--- config.mk ---
export PLATFORM = sky130hd
export DESIGN_NAME = sa_divider
export DESIGN_NICKNAME = d
export VERILOG_FILES = /design/src/rtl/sad_pkg.sv /design/src/rtl/sad_mul_cmp.sv /design/src/rtl/sad_bit_walker.sv /design/src/rtl/sad_track_step.sv /design/src/rtl/sa_divider.sv
export SDC_FILE = /design/constraint.sdc
export NUM_CORES = 1
export LEC_CHECK = 0
export BUFFER_PORTS_ARGS = -buffer_cell sky130_fd_sc_hd__buf_4
export CAP_MARGIN = 20
export CELL_PAD_IN_SITES_DETAIL_PLACEMENT = 2
export CELL_PAD_IN_SITES_GLOBAL_PLACEMENT = 2
export CORE_ASPECT_RATIO = 2
export CORE_UTILIZATION = 41
export CTS_CLUSTER_DIAMETER = 100
export DETAILED_ROUTE_END_ITERATION = 16
export HOLD_SLACK_MARGIN = 0.03
export PLACE_DENSITY_LB_ADDON = 0.1
export SYNTH_ARGS = -nofsm -noshare
export SYNTH_HDL_FRONTEND = slang
export SYNTH_SLANG_ARGS = --single-unit
--- constraint.sdc ---
create_clock -name clk -period 12.9 [get_ports clk]
set_input_delay 1.935 -clock clk [delete_from_list [all_inputs] [get_ports clk]]
set_output_delay 1.935 -clock clk [all_outputs]
set_load 0.05 [all_outputs]
--- src/rtl/sad_pkg.sv ---
package sad_pkg;
  typedef enum logic [0:0] {
    ST_IDLE = 1'b0,
    ST_RUN  = 1'b1
  } sad_state_e;
endpackage

--- src/rtl/sad_mul_cmp.sv ---
// One trial lane: multiplies a factor by the divisor and reports whether the
// product still fits under the dividend. The product is as wide as both
// operands combined, so the compare cannot wrap.
module sad_mul_cmp #(
  parameter int OPW = 17,
  parameter int DW  = 16
) (
  input  logic [OPW-1:0] fac_i,
  input  logic [DW-1:0]  div_i,
  input  logic [DW-1:0]  dvd_i,
  output logic           fits_o
);
  localparam int PW = OPW + DW;

  logic [PW-1:0] prod;

  assign prod   = PW'(fac_i) * PW'(div_i);
  assign fits_o = (prod <= PW'(dvd_i));
endmodule

--- src/rtl/sad_bit_walker.sv ---
// One-hot pointer to the quotient bit being decided, walking from the most
// significant bit down to the least significant bit.
module sad_bit_walker #(
  parameter int W = 16
) (
  input  logic         clk,
  input  logic         rst,
  input  logic         load_i,
  input  logic         step_i,
  output logic [W-1:0] msk_o,
  output logic         last_o
);
  localparam logic [W-1:0] TOP_BIT = {1'b1, {(W-1){1'b0}}};

  always_ff @(posedge clk) begin
    if (rst) begin
      msk_o <= '0;
    end else if (load_i) begin
      msk_o <= TOP_BIT;
    end else if (step_i) begin
      msk_o <= msk_o >> 1;
    end
  end

  assign last_o = msk_o[0];
endmodule

--- src/rtl/sad_track_step.sv ---
// Moves the quotient one step toward floor(N/D), using the results of the two
// product comparisons (q*D <= N and (q+1)*D <= N). The result stays in range.
module sad_track_step #(
  parameter int W = 16
) (
  input  logic [W-1:0] q_i,
  input  logic         fit_lo_i,
  input  logic         fit_hi_i,
  output logic [W-1:0] q_o
);
  always_comb begin
    q_o = q_i;
    if (!fit_lo_i) begin
      if (q_i != '0) q_o = q_i - W'(1);
    end else if (fit_hi_i) begin
      if (q_i != '1) q_o = q_i + W'(1);
    end
  end
endmodule

--- src/rtl/sa_divider.sv ---
module sa_divider
  import sad_pkg::*;
#(
  parameter int W = 16
) (
  input  logic         clk,
  input  logic         rst,
  input  logic         start_i,
  input  logic         track_i,
  input  logic [W-1:0] dividend_i,
  input  logic [W-1:0] divisor_i,
  output logic [W-1:0] quot_o,
  output logic         done_o,
  output logic         dz_o
);
  localparam int LANES = 2;
  localparam int FW    = W + 1;

  sad_state_e   state;
  logic         busy;
  logic         seeded;
  logic [W-1:0] acc_q;
  logic [W-1:0] opd_n;
  logic [W-1:0] opd_d;
  logic [W-1:0] walk_msk;
  logic         walk_last;
  logic [W-1:0] trial_q;
  logic [W-1:0] trk_next;
  logic         div_zero;
  logic         take_trk;
  logic         accept;
  logic         begin_full;

  logic [FW-1:0] lane_fac [LANES];
  logic [W-1:0]  lane_div [LANES];
  logic [W-1:0]  lane_dvd [LANES];
  logic          lane_fit [LANES];

  assign busy       = (state == ST_RUN);
  assign accept     = start_i && !busy;
  assign div_zero   = (divisor_i == '0);
  assign take_trk   = track_i && seeded;
  assign begin_full = accept && !div_zero && !take_trk;
  assign trial_q    = acc_q | walk_msk;

  sad_bit_walker #(.W(W)) u_walk (
    .clk    (clk),
    .rst    (rst),
    .load_i (begin_full),
    .step_i (busy),
    .msk_o  (walk_msk),
    .last_o (walk_last)
  );

  // Lane 0 tests the trial quotient while a divide runs, and q while tracking.
  // Lane 1 tests q+1 and is only needed for tracking.
  for (genvar l = 0; l < LANES; l++) begin : g_lane
    if (l == 0) begin : g_primary
      assign lane_fac[l] = busy ? {1'b0, trial_q} : {1'b0, quot_o};
      assign lane_div[l] = busy ? opd_d : divisor_i;
      assign lane_dvd[l] = busy ? opd_n : dividend_i;
    end else begin : g_upper
      assign lane_fac[l] = {1'b0, quot_o} + FW'(1);
      assign lane_div[l] = divisor_i;
      assign lane_dvd[l] = dividend_i;
    end
    sad_mul_cmp #(.OPW(FW), .DW(W)) u_mc (
      .fac_i  (lane_fac[l]),
      .div_i  (lane_div[l]),
      .dvd_i  (lane_dvd[l]),
      .fits_o (lane_fit[l])
    );
  end

  sad_track_step #(.W(W)) u_trk (
    .q_i      (quot_o),
    .fit_lo_i (lane_fit[0]),
    .fit_hi_i (lane_fit[1]),
    .q_o      (trk_next)
  );

  always_ff @(posedge clk) begin
    if (rst) begin
      state  <= ST_IDLE;
      seeded <= 1'b0;
      acc_q  <= '0;
      opd_n  <= '0;
      opd_d  <= '0;
      quot_o <= '0;
      done_o <= 1'b0;
      dz_o   <= 1'b0;
    end else begin
      done_o <= 1'b0;
      dz_o   <= 1'b0;
      case (state)
        ST_IDLE: begin
          if (start_i) begin
            if (div_zero) begin
              quot_o <= '1;
              dz_o   <= 1'b1;
              done_o <= 1'b1;
              seeded <= 1'b0;
            end else if (take_trk) begin
              quot_o <= trk_next;
              done_o <= 1'b1;
            end else begin
              opd_n <= dividend_i;
              opd_d <= divisor_i;
              acc_q <= '0;
              state <= ST_RUN;
            end
          end
        end
        ST_RUN: begin
          if (lane_fit[0]) acc_q <= trial_q;
          if (walk_last) begin
            quot_o <= lane_fit[0] ? trial_q : acc_q;
            done_o <= 1'b1;
            seeded <= 1'b1;
            state  <= ST_IDLE;
          end
        end
        default: state <= ST_IDLE;
      endcase
    end
  end
endmodule

Word-level counts from Yosys, hierarchy flattened
Index checks and enable logic that the tools add are counted.
W data, S select, Z words.

word-level totals
  output and inout bits = 18
  register bits = 84
  word-level logic and storage cells = 82
  bits of input ports = 36

cells by class
  mux-type cells = 34
  add/sub/neg operators = 3
  magnitude comparators = 2
  bitwise gates (word level) = 5
  reductions and logical operators = 16
  equality and inequality tests = 10
  $mul = 2

operator list
  operator                 number
  $mux W16                 17
  $le A33 B16 Y1           2
  $pmux W16 S2             2
  $mul A17 B16 Y33         1
  $mul A16 B16 Y32         1
  $add A16 B1 Y17 const B  1
  $add A16 B1 Y16 const B  1
  $logic_not A16 Y1        1
  $ne A16 B16 Y1 const B   1
  $or A16 B16 Y16          1
  $reduce_bool A16 Y1      1
  $sub A16 B1 Y16 const B  1
  $mux W1                  12
  $ne A2 B2 Y1 const B     4
  $ne A4 B4 Y1 const B     2
  $pmux W1 S2              3
  $reduce_and A3 Y1        2
  $reduce_and A6 Y1        1
  $logic_and A1 B1 Y1      4
  $ne A4 B2 Y1 const B     1
  $not A1 Y1               4
  $reduce_and A4 Y1        1
  $logic_not A1 Y1         3
  $ne A3 B3 Y1 const B     1
  4 further kinds          4

Depth between registers and ports, before layout
  word-level depth = 9
  mapped depth = 47
  gate-level depth less buffers = 42

Cells and area by module
From an unflattened synthesis, not the netlist that was laid out.

second synthesis, totals
  cells, all modules = 2973
  area total of the unflattened synthesis = 24871.4 um^2

by module, submodules not included
  module                         cells each  seq. area each (um^2)  instances  area an instance (um^2)
  sad_mul_cmp at g_lane[1].u_mc  1180        0.0                    1          9774.4
  sad_mul_cmp at g_lane[0].u_mc  1134        0.0                    1          9624.2
  sa_divider                     483         1361.3                 1          4065.1
  sad_track_step                 121         0.0                    1          807.0
  sad_bit_walker                 55          320.3                  1          600.6

Worst setup path after synthesis
OpenSTA, ideal clock, no wires.

  path type = input to register
  start = input port divisor_i[4]
  end = register quot_o[15]
  setup time = 74 ps
  arrival time = 11263 ps
  stages on the path = 40
  slack = 1563 ps
  buffers on the path = 3
  cells stage by stage = mux2i_1 -> clkbuf_1 -> nor2_1 -> fa_1 -> inv_1 -> fa_1 -> fa_1 -> fa_1 -> inv_1 -> fa_1 -> inv_1 -> fa_1 -> inv_1 -> ha_1 -> and4b_1 -> a22o_1 -> o21a_1 -> nor2_1 -> (+4 left out) -> o211a_1 -> o2111ai_1 -> nor4_4 -> buf_4 -> buf_6 -> inv_1 -> ha_1 -> a211oi_1 -> nor2_1 -> o41ai_1 -> o21ai_0 -> o41ai_1 -> nor2_1 -> a211oi_1 -> o21ai_0 -> xor3_1 -> or2_2 -> a31oi_1

between the ends
  word-level cells in the longest chain between the ends = 8
  elaborated cells on any way between the ends = 18

ends and longest elaborated chain
  what                  RTL line              RTL
  start, declared       sa_divider.sv:11      input logic [W-1:0] divisor_i,
  $mux W16              sa_divider.sv:60      assign lane_div[l] = busy ? opd_d : divisor_i;
  $mul A16 B16 Y32      sad_mul_cmp.sv:17     assign prod = PW'(fac_i) * PW'(div_i);
  $le A33 B16 Y1        sad_mul_cmp.sv:18     assign fits_o = (prod <= PW'(dvd_i));
  $mux W16              sad_track_step.sv:13  if (!fit_lo_i) begin
  $mux W16              sa_divider.sv:103     end else if (take_trk) begin
  $mux W16              sa_divider.sv:98      if (div_zero) begin
  $mux W16              sa_divider.sv:97      if (start_i) begin
  $pmux W16 S2          sa_divider.sv:95      case (state)
  end signal, assigned  sa_divider.sv:104     quot_o <= trk_next;
  end signal, assigned  sa_divider.sv:117     quot_o <= lane_fit[0] ? trial_q : acc_q;
  end, declared         sa_divider.sv:12      output logic [W-1:0] quot_o,

Parallel ways exist; a longest one is shown, timed or not. The select of a mux whose other input is x is not followed.
A chain may end at the register's enable or synchronous reset.

Worst setup path after layout
  start = input port divisor_i[1]
  end = register quot_o[15]

Same word-level chain as after synthesis.

==> flow_summary.toml <==
[place]
place_congestion = 0.904
io_buffers = 53
dp.final_hpwl_um = 78200
pre_cts_ws_ns = 0.132

[clock_tree]
clock_path_buffers = 2
ctsHtreeMaxLevel = 3
clk_root_buffer_cell = "clkbuf_16"
tritoncts.num_buffers = 9
cts_resized = 0
worstSkewPairLatency_ns = 0.37
cts_tree = "done"
holdBufCountCts = 0
cts_setup_buffers = 0
clock_sink_count = 84
clk_transition_reported_paths_ns = 0.07

[synth]
synth.ff_latch_count = 84
synth-edff-count = 0
synth_ff_type = "dfxtp_1"
synth_largest_type_area_fraction_pct = 34.9
post_syn_area_per_cell_um2 = 8.49
synth_top_cells_by_count = "inv_1 (506), fa_1 (403), nand2_1 (371)"
synth_fp_nets = 3421
synth_area_um2 = 23100
synthMostInstantiatedCell = "inv_1"
synth_sequential_area_ratio_pct = 7.27
netlist.top_cell.by_area = "fa_1"
synth.area.top_cells = "fa_1 (35%), ha_1 (14%), inv_1 (8.2%)"
ys_async_sr_fraction_pct = 0
synth.lib_cells_used.distinct = 73
synthesis.instances = 2725
synthesis.yosys.warnings = 0

[global_route]
grt_overflow = 0
grt_max_degree = 68
antenna_found_initial = 1
wire_length_of_the_first_global_routing_pass_um = 138000
grt_pass1_vias = 23900
track_usage_pct = 32.9

[die]
die_ar_um2 = 57400
floorplan.die.width_um = 170
die_h_um = 338
core_area_um2 = 55600
starting_density_pct = 41.6
floorplan.rows = 122
count_of_boundary_i_o_pins = 54

[route]
detailedRoute.firstIterationViolations = 623
first_pass_iters = 4
route.detailed.wl_per_inst_um = 26.2
wl_um = 91000
drt.antenna.violating_nets = 0
vias_per_cell = 5.68
drc = 0
via_count = 19700

[worst_setup_path]
reg2reg_setup_slack_ns = 1.13
slowest_delay_ns = 0.57
startpoint_type_of_the_worst_setup_path = "input pin"
r2r_end = "quot_o[15]"
worst-path-buf-inv = 6
r2r-start = "busy"
timing.critical_path.mode_cell = "fa_1"
crit_path_end_kind = "flop"
critPathKind = "input pin to flop"
worstPathRequired_ns = 13.20
rr_worst_depth = 41
slowest_stage = "fa_1"
critical_path_arrival_ns = 12.40
critPathMaxFanout = 21
crit_family = "adder cells"

[sta]
timing.max_slew.rel_slack_pct = 25.6
grt_setup_unrepaired = "false"
fin_ws_ns = 0.797
maxClockFrequency_ghz = 0.0826
timing_worst_slew_pin_value_ns = 1.12
fin_tns_setup_ns = 0
final.min_clock_period_ns = 12.10
slew_violations = 0
final-setup-viol-count = 0
period_utilization_pct = 93.8
skew_ns = 0.0108
timing_hold_violations_final = 0

[min_path]
min_path_type = "flop to flop"
hold-path-cell-count = 2
min_to = "acc_q[9]"
hold_path.startpoint = "acc_q[9]"

[pwr]
total_leakage_power_nw = 12.1
total_power_mw = 2.29
power_per_cell_area_nw_per_um2 = 92.5
clkPwrFrac_pct = 12.4
peakVddDrop_mv = 0.197
comb_power_share_pct = 75.4
seq_power_share_pct = 12.2
netSwitchingFraction_pct = 52.9
p_int_mw = 1.08
netSwitchingPower_mw = 1.21

[outcome]
status = "finished, final reports clean"

[layout]
fillCellCount = 6360
diodes = 0
areaGrowthSynthToFinish_pct = 7.05
final_nets = 3421
post_route_cells_drive_above_1_share_pct = 6.30

[flow_run]
drv.max_cap_violation_count = 0
-- how the worst max path moves through the flow --
stage,slack [ns],from,cells after the start,endpoint
2_1_floorplan,1.56,divisor_i[4],40,quot_o[15]
3_3_place_gp,0.64,divisor_i[4],38,quot_o[15]
3_5_place_dp,0.13,divisor_i[5],42,quot_o[15]
4_1_cts,0.46,divisor_i[5],42,quot_o[15]
5_1_grt,0.14,divisor_i[1],40,quot_o[15]
6_report,0.80,divisor_i[1],40,quot_o[15]
-- state kept, by name, indices dropped and copies added (netlist names), 16 cells and up --
| register | count |
|---|---|
| u_walk.msk_o | 16 |
| acc_q | 16 |
| opd_n | 16 |
| quot_o | 16 |
| opd_d | 16 |
-- metrics by stage --
step           hold slack [ns]  util, %  std cells  instance area, µm²
2_1_floorplan            0.431        -       2725               23100
3_3_place_gp             0.438     43.9       3456               24400
3_5_place_dp             0.456     44.0       3458               24400
4_1_cts                  0.466     44.5       3474               24700
5_1_grt                  0.499     44.6       3474               24800
6_report                 0.464     44.6       3474               24800
-- placed cells by master, fill, tap and decap left out, types with 13 or more instances in the layout --
cell,n
dfxtp_1,83
o21ai_0,57
nand3_1,26
a22o_1,29
fa_1,403
mux2_2,19
inv_1,506
a21o_1,40
nand2_1,371
xor2_1,14
nand4_1,18
a211oi_1,15
a22oi_1,13
a21oi_1,85
nor2b_1,21
nor3_1,19
ha_1,257
xnor2_1,48
o22ai_1,18
nor2_1,203
buf_4,107
mux2i_1,51
nand2b_1,26
and2_1,101
-- logic make-up after synthesis --
group | Yosys count | share of synthesized area (%)
and+or+nand+nor | 841 | 16.5
adders and majority gates | 660 | 48.8
buffers and inverters | 626 | 10.3
AOI/OAI and AO/OA | 379 | 11.4
DFF | 84 | 7.27
muxes | 71 | 3.18
xor gates and xnor gates | 64 | 2.49
-- power by group through the flow --
stage                     clock network, mW  logic (mW)  registers, mW
after floorplan                           0        1.14          0.276
after global placement                    0        1.65          0.284
after detailed placement                  0        1.73          0.285
after CTS                             0.289        1.75          0.279
after global routing                  0.296        1.91          0.280
final                                 0.284        1.73          0.279
-- metal layers --
| layer | up-vias | part of all wire [%] | global-route usage [%] |
|---|---|---|---|
| li1 | 8655 | - | - |
| met1 | 10400 | 31 | 28.1 |
| met2 | 425 | 58 | 66.9 |
| met3 | 315 | 2.2 | 2.62 |
| met4 | 0 | 9.2 | 27.3 |
| met5 | - | 0 | 0 |
-- worst reg2reg max path: cells and delay by family, from the launching register on --
family,cells,cell delay (ns)
DFF,1,0.86
buffers and inverters,6,1.08
xor gates and xnor gates,2,0.29
adders and majority gates,9,3.59
AOI/OAI and AO/OA,14,4.10
and+or+nand+nor,10,1.78
-- cell type report --
cell class                 instances  area [µm²]  share of cell area (%)
inverter                         506        1900                    7.67
multi-input combinational       2015       19100                    77.1
timing repair buffer             109         838                    3.39
clock buffer                       9         225                   0.910
clock inverter                     7        80.1                   0.323
tap                              744         931                    3.76
sequential                        84        1690                    6.81
(Power assumes the default switching activity.)
